`src/rtl/spi_host_pkg.sv`:
```
package spi_host_pkg;
  localparam int CTL_W    = 16;
  localparam int EN_BIT   = 15;
  localparam int IE_BIT   = 14;
  localparam int HOLD_BIT = 11;
  localparam int WIDE_BIT = 10;
  localparam int SEL_LO   = 8;
  localparam int SEL_W    = 2;
  localparam logic [CTL_W-1:0] CTL_MASK = 16'hCF03;
endpackage

```
`src/rtl/spi_ctl_reg.sv`:
```
module spi_ctl_reg
  import spi_host_pkg::*;
(
  input  logic             clk,
  input  logic             rst_n,
  input  logic             ctl_we,
  input  logic [CTL_W-1:0] ctl_wdata,
  output logic [CTL_W-1:0] ctl_q,
  output logic             wide_err
);
  logic [CTL_W-1:0] ctl_d;
  logic             err_d;
  logic             ctl_en;

  assign ctl_en = ctl_we;

  always_comb begin
    ctl_d = ctl_wdata & CTL_MASK;
    err_d = wide_err | (ctl_we & ctl_wdata[WIDE_BIT]);
  end

  always_ff @(posedge clk or negedge rst_n) begin
    if (!rst_n) begin
      ctl_q    <= '0;
      wide_err <= 1'b0;
    end else begin
      if (ctl_en) ctl_q <= ctl_d;
      wide_err <= err_d;
    end
  end

  AST_ERR_STICKY: assert property (@(posedge clk) disable iff (!rst_n)
    wide_err |=> wide_err);
endmodule

```
`src/rtl/spi_dev_router.sv`:
```
module spi_dev_router #(
  parameter int NUM_DEV = 2,
  parameter int DW      = 8,
  parameter int SEL_W   = 2
) (
  input  logic                  en,
  input  logic [SEL_W-1:0]      sel,
  input  logic                  dat_we,
  input  logic [NUM_DEV*DW-1:0] dev_resp,
  output logic [NUM_DEV-1:0]    dev_we,
  output logic [DW-1:0]         dat_rdata
);
  logic [NUM_DEV-1:0] hit;

  for (genvar i = 0; i < NUM_DEV; i++) begin : g_dev
    assign hit[i]    = en && (sel == SEL_W'(i));
    assign dev_we[i] = hit[i] && dat_we;
  end

  always_comb begin
    dat_rdata = '0;
    for (int k = 0; k < NUM_DEV; k++) begin
      if (hit[k]) dat_rdata = dev_resp[k*DW +: DW];
    end
  end
endmodule

```
`src/rtl/spi_irq_gen.sv`:
```
module spi_irq_gen (
  input  logic clk,
  input  logic rst_n,
  input  logic fire,
  output logic irq
);
  logic irq_d;

  always_comb irq_d = fire;

  always_ff @(posedge clk or negedge rst_n) begin
    if (!rst_n) irq <= 1'b0;
    else        irq <= irq_d;
  end
endmodule

```
`src/rtl/spi_host_ctrl.sv`:
```
module spi_host_ctrl
  import spi_host_pkg::*;
#(
  parameter int NUM_DEV = 2,
  parameter int DW      = 8
) (
  input  logic                  clk,
  input  logic                  rst_n,
  input  logic                  ctl_we,
  input  logic [15:0]           ctl_wdata,
  output logic [15:0]           ctl_rdata,
  input  logic                  dat_we,
  input  logic [DW-1:0]         dat_wdata,
  output logic [DW-1:0]         dat_rdata,
  output logic                  irq,
  output logic                  mode_err,
  output logic [NUM_DEV-1:0]    dev_we,
  output logic [DW-1:0]         dev_byte,
  output logic                  dev_hold,
  input  logic [NUM_DEV*DW-1:0] dev_resp
);
  logic [CTL_W-1:0] ctl_q;
  logic             en;
  logic             fire;

  spi_ctl_reg u_ctl (
    .clk(clk), .rst_n(rst_n), .ctl_we(ctl_we), .ctl_wdata(ctl_wdata),
    .ctl_q(ctl_q), .wide_err(mode_err)
  );

  assign en = ctl_q[EN_BIT];

  spi_dev_router #(.NUM_DEV(NUM_DEV), .DW(DW), .SEL_W(SEL_W)) u_route (
    .en(en), .sel(ctl_q[SEL_LO +: SEL_W]), .dat_we(dat_we),
    .dev_resp(dev_resp), .dev_we(dev_we), .dat_rdata(dat_rdata)
  );

  assign fire = dat_we && en && ctl_q[IE_BIT];

  spi_irq_gen u_irq (.clk(clk), .rst_n(rst_n), .fire(fire), .irq(irq));

  assign ctl_rdata = ctl_q;
  assign dev_byte  = dat_wdata;
  assign dev_hold  = ctl_q[HOLD_BIT];

  AST_CTL_MASKED: assert property (@(posedge clk) disable iff (!rst_n)
    ctl_we |=> ctl_rdata == ($past(ctl_wdata) & CTL_MASK));
  AST_OFF_SILENT: assert property (@(posedge clk) disable iff (!rst_n)
    !ctl_rdata[EN_BIT] |-> (dev_we == '0 && dat_rdata == '0));
  AST_ONE_TARGET: assert property (@(posedge clk) disable iff (!rst_n)
    $onehot0(dev_we));
  AST_IRQ_CAUSE: assert property (@(posedge clk) disable iff (!rst_n)
    irq |-> $past(dat_we && ctl_rdata[EN_BIT] && ctl_rdata[IE_BIT]));
endmodule

```
`config.mk`:
```
export PLATFORM = sky130hd
export DESIGN_NAME = spi_host_ctrl
export DESIGN_NICKNAME = d
export VERILOG_FILES = /design/src/rtl/spi_host_pkg.sv /design/src/rtl/spi_ctl_reg.sv /design/src/rtl/spi_dev_router.sv /design/src/rtl/spi_irq_gen.sv /design/src/rtl/spi_host_ctrl.sv
export SDC_FILE = /design/constraint.sdc
export NUM_CORES = 1
export LEC_CHECK = 0
export ABC_AREA = 1
export BUFFER_PORTS_ARGS = -buffer_cell sky130_fd_sc_hd__buf_2
export CORE_ASPECT_RATIO = 0.7
export CORE_UTILIZATION = 30
export DETAILED_ROUTE_END_ITERATION = 10
export GPL_TIMING_DRIVEN = 0
export HOLD_SLACK_MARGIN = 0.03
export PLACE_DENSITY = 0.71
export SYNTH_ARGS = -nofsm -noshare
export SYNTH_HDL_FRONTEND = slang
export SYNTH_HIERARCHICAL = 1
export SYNTH_SLANG_ARGS = --single-unit
```
`constraint.sdc`:
```
create_clock -name clk -period 2.8 [get_ports clk]
set_input_delay 0.56 -clock clk [delete_from_list [all_inputs] [get_ports clk]]
set_output_delay 0.56 -clock clk [all_outputs]
set_load 0.01 [all_outputs]
```
==> reports/qor.csv <==
metric;value;unit
synth_area_per_cell;7.76;um^2
synth_seq_cells;10;
yosysUniqueCellTypes;15;
final.setup.tns;0;ns
cts_tree;built;
worst-path-buf-inv;2;
cts_max_level;1;
drive_above_1_share;53.8;%
die_area;2610;um^2
top_usage_layer;met2;
grt_max_degree;11;
via_count;791;
slew_violations;0;
cts.sinks;10;
vias_per_cell;4.16;
crit_path_end_kind;primary output;
io_buffer_count;55;
yosysWarnings;6;
cp.arrival;1.28;ns
criticalPathCategory;flip-flop to primary output;
route.detailed.drc;0;
post_cts_buffers;0;
postCtsHoldBufs;0;
overflow;0;
finalCriticalPeriod;1.84;ns
slowest_stage;dfrtp_1;
multi_input_area;298;um^2
syn2layout_area_growth;50.4;%
met1_usage;15.3;%
drt_iter0_markers;20;
start_util;32.7;%
cts.clk_slew.worst_paths;0.06;ns
grt_use_met2;25.1;%
power_leakage;0.690;nW
cts_made_buffers;3;
antenna_found_initial;0;
worst_setup_path_start_kind;flip-flop;
met3_usage;4.27;%
fp.dieW;60.6;um
synth_xor_xnor_area_share;0;%
place_area;1060;um^2
core_area;2210;um^2
ioPinCount;81;
muxShareOfSynthArea;0;%
post_cts_resize_count;0;
rows;14;
hold_viol;0;
path_cells;buf_6 -> nor2_8 -> nand3_1 -> nand2_1 -> buf_2;
synthAdderAreaFrac;0;%
diodes;0;
grt_pass1_wl;2790;um
syn_inst;93;
syn_area;722;um^2
rsz0062_at_grt;no;
fin_area;1090;um^2
fin_worst_skew;0.0000869;ns
synth-compound-area-share;0;%
routedWlPerCell;9.49;um
cts_buffer_depth;2;
finalSetupViolCount;0;
die_h;43.0;um
clockRootBuffer;clkbuf_4;
clock_latency;0.25;ns
track_usage;14.0;%
hpwl;1470;um
ys_seq_area_share;34.7;%
synth-simple-area-share;37.1;%
grt_pass1_vias;719;
crit_required;2.24;ns
critical_path.max_fanout;10;
ant_nets;0;
synth_top_family_by_area;simple AND/OR/NAND/NOR gates;
p_per_area;369;nW/um^2
ff_latch_area;250;um^2
fillers;236;
peakVddDrop;0.159;mV
gp_congestion;0.632;
max_freq;542;MHz
first_pass_iters;4;
hp-class;primary input to async pin;
cpLargestDelayFamily;flip-flops;
final_nets;204;
fin_crit_sh;65.9;%
drt_wl_total;1800;um
run_status;finished clean;
cap_violations;0;
critPathMaxStageDelay;0.40;ns
[placed cells by master (no fill, tap or decap), drive strengths merged]
cell	netlist	layout
buf	21	76
clkbuf	0	3
conb	1	8
dfrtp	10	10
inv	5	5
nand2	35	35
nand3	9	9
nand4	8	8
nor2	4	4
[final timing paths]
check / from / endpoint / slack (ns) / cells past startpoint
setup / recovery: u_ctl/ctl_q[8]$_DFFE_PN0P_ / dat_rdata[1] / 0.96 / 5
hold reg to reg: u_ctl/ctl_q[0]$_DFFE_PN0P_ / u_ctl/ctl_q[0]$_DFFE_PN0P_ / 0.46 / 2
max in group asynchronous: rst_n / u_ctl/ctl_q[0]$_DFFE_PN0P_ / 2.46 / 1
min in group clk: u_ctl/ctl_q[0]$_DFFE_PN0P_ / u_ctl/ctl_q[0]$_DFFE_PN0P_ / 0.46 / 2
setup reg to reg: u_ctl/ctl_q[9]$_DFFE_PN0P_ / u_ctl/ctl_q[9]$_DFFE_PN0P_ / 2.09 / 2
hold / removal: rst_n / u_ctl/ctl_q[14]$_DFFE_PN0P_ / 0.16 / 1
[metal layers]
metal | vias to the layer above | wire, um | share of wire (%)
met4 | 0 | 12 | 0.67
met3 | 2 | 189 | 10
met5 | - | 0 | 0
met1 | 336 | 725 | 40
li1 | 407 | - | -
met2 | 46 | 875 | 49
[area by class of cell]
class                   instances  share of cell area (%)
plain buffers                  21                    16.7
inverters                       5                    1.73
repair buffers                 55                    25.3
multi-input cells              64                    27.4
well taps                      32                    3.69
flip-flops and latches         10                    23.0
clock buffers                   3                    2.07
[cell usage after synthesis (all sizes together)]
master  count  share of area (%)
conb        1               0.52
buf        21                 25
nand2      35                 19
nand4       8                6.9
nor2        4                4.7
dfrtp      10                 35
nand3       9                6.9
inv         5                2.6
[state kept, by name, summed over array words and instances (netlist names)]
signal          flops
u_ctl/wide_err      1
u_irq/irq           1
u_ctl/ctl_q         8
[logic make-up after synthesis]
| family | after synthesis |
|---|---|
| AND/OR/NAND/NOR | 56 |
| buffers and inverters | 26 |
| flip-flops | 10 |
| other | 1 |
[where the power goes]
group	switching (mW)	leakage, nW	internal (mW)	total [mW]
Combinational	0.0754	0.556	0.0716	0.147
Sequential	0.00895	0.120	0.155	0.164
Clock	0.0406	0.0138	0.0492	0.0898
Total	0.125	0.690	0.276	0.401
[metrics by stage]
stage | setup slack [ns] | power [mW] | hold slack [ns] | utilization (%) | cells
after global placement | 1.28 | 0.311 | 0.429 | 48.2 | 187
after floorplan | 1.31 | 0.258 | 0.264 | - | 100
after CTS | 0.939 | 0.409 | 0.152 | 49.2 | 190
after global routing | 0.879 | 0.430 | 0.152 | 49.2 | 190
after detailed placement | 1.22 | 0.315 | 0.431 | 48.2 | 187
final | 0.955 | 0.401 | 0.156 | 49.2 | 190
Power figures use the tool's default switching activity.
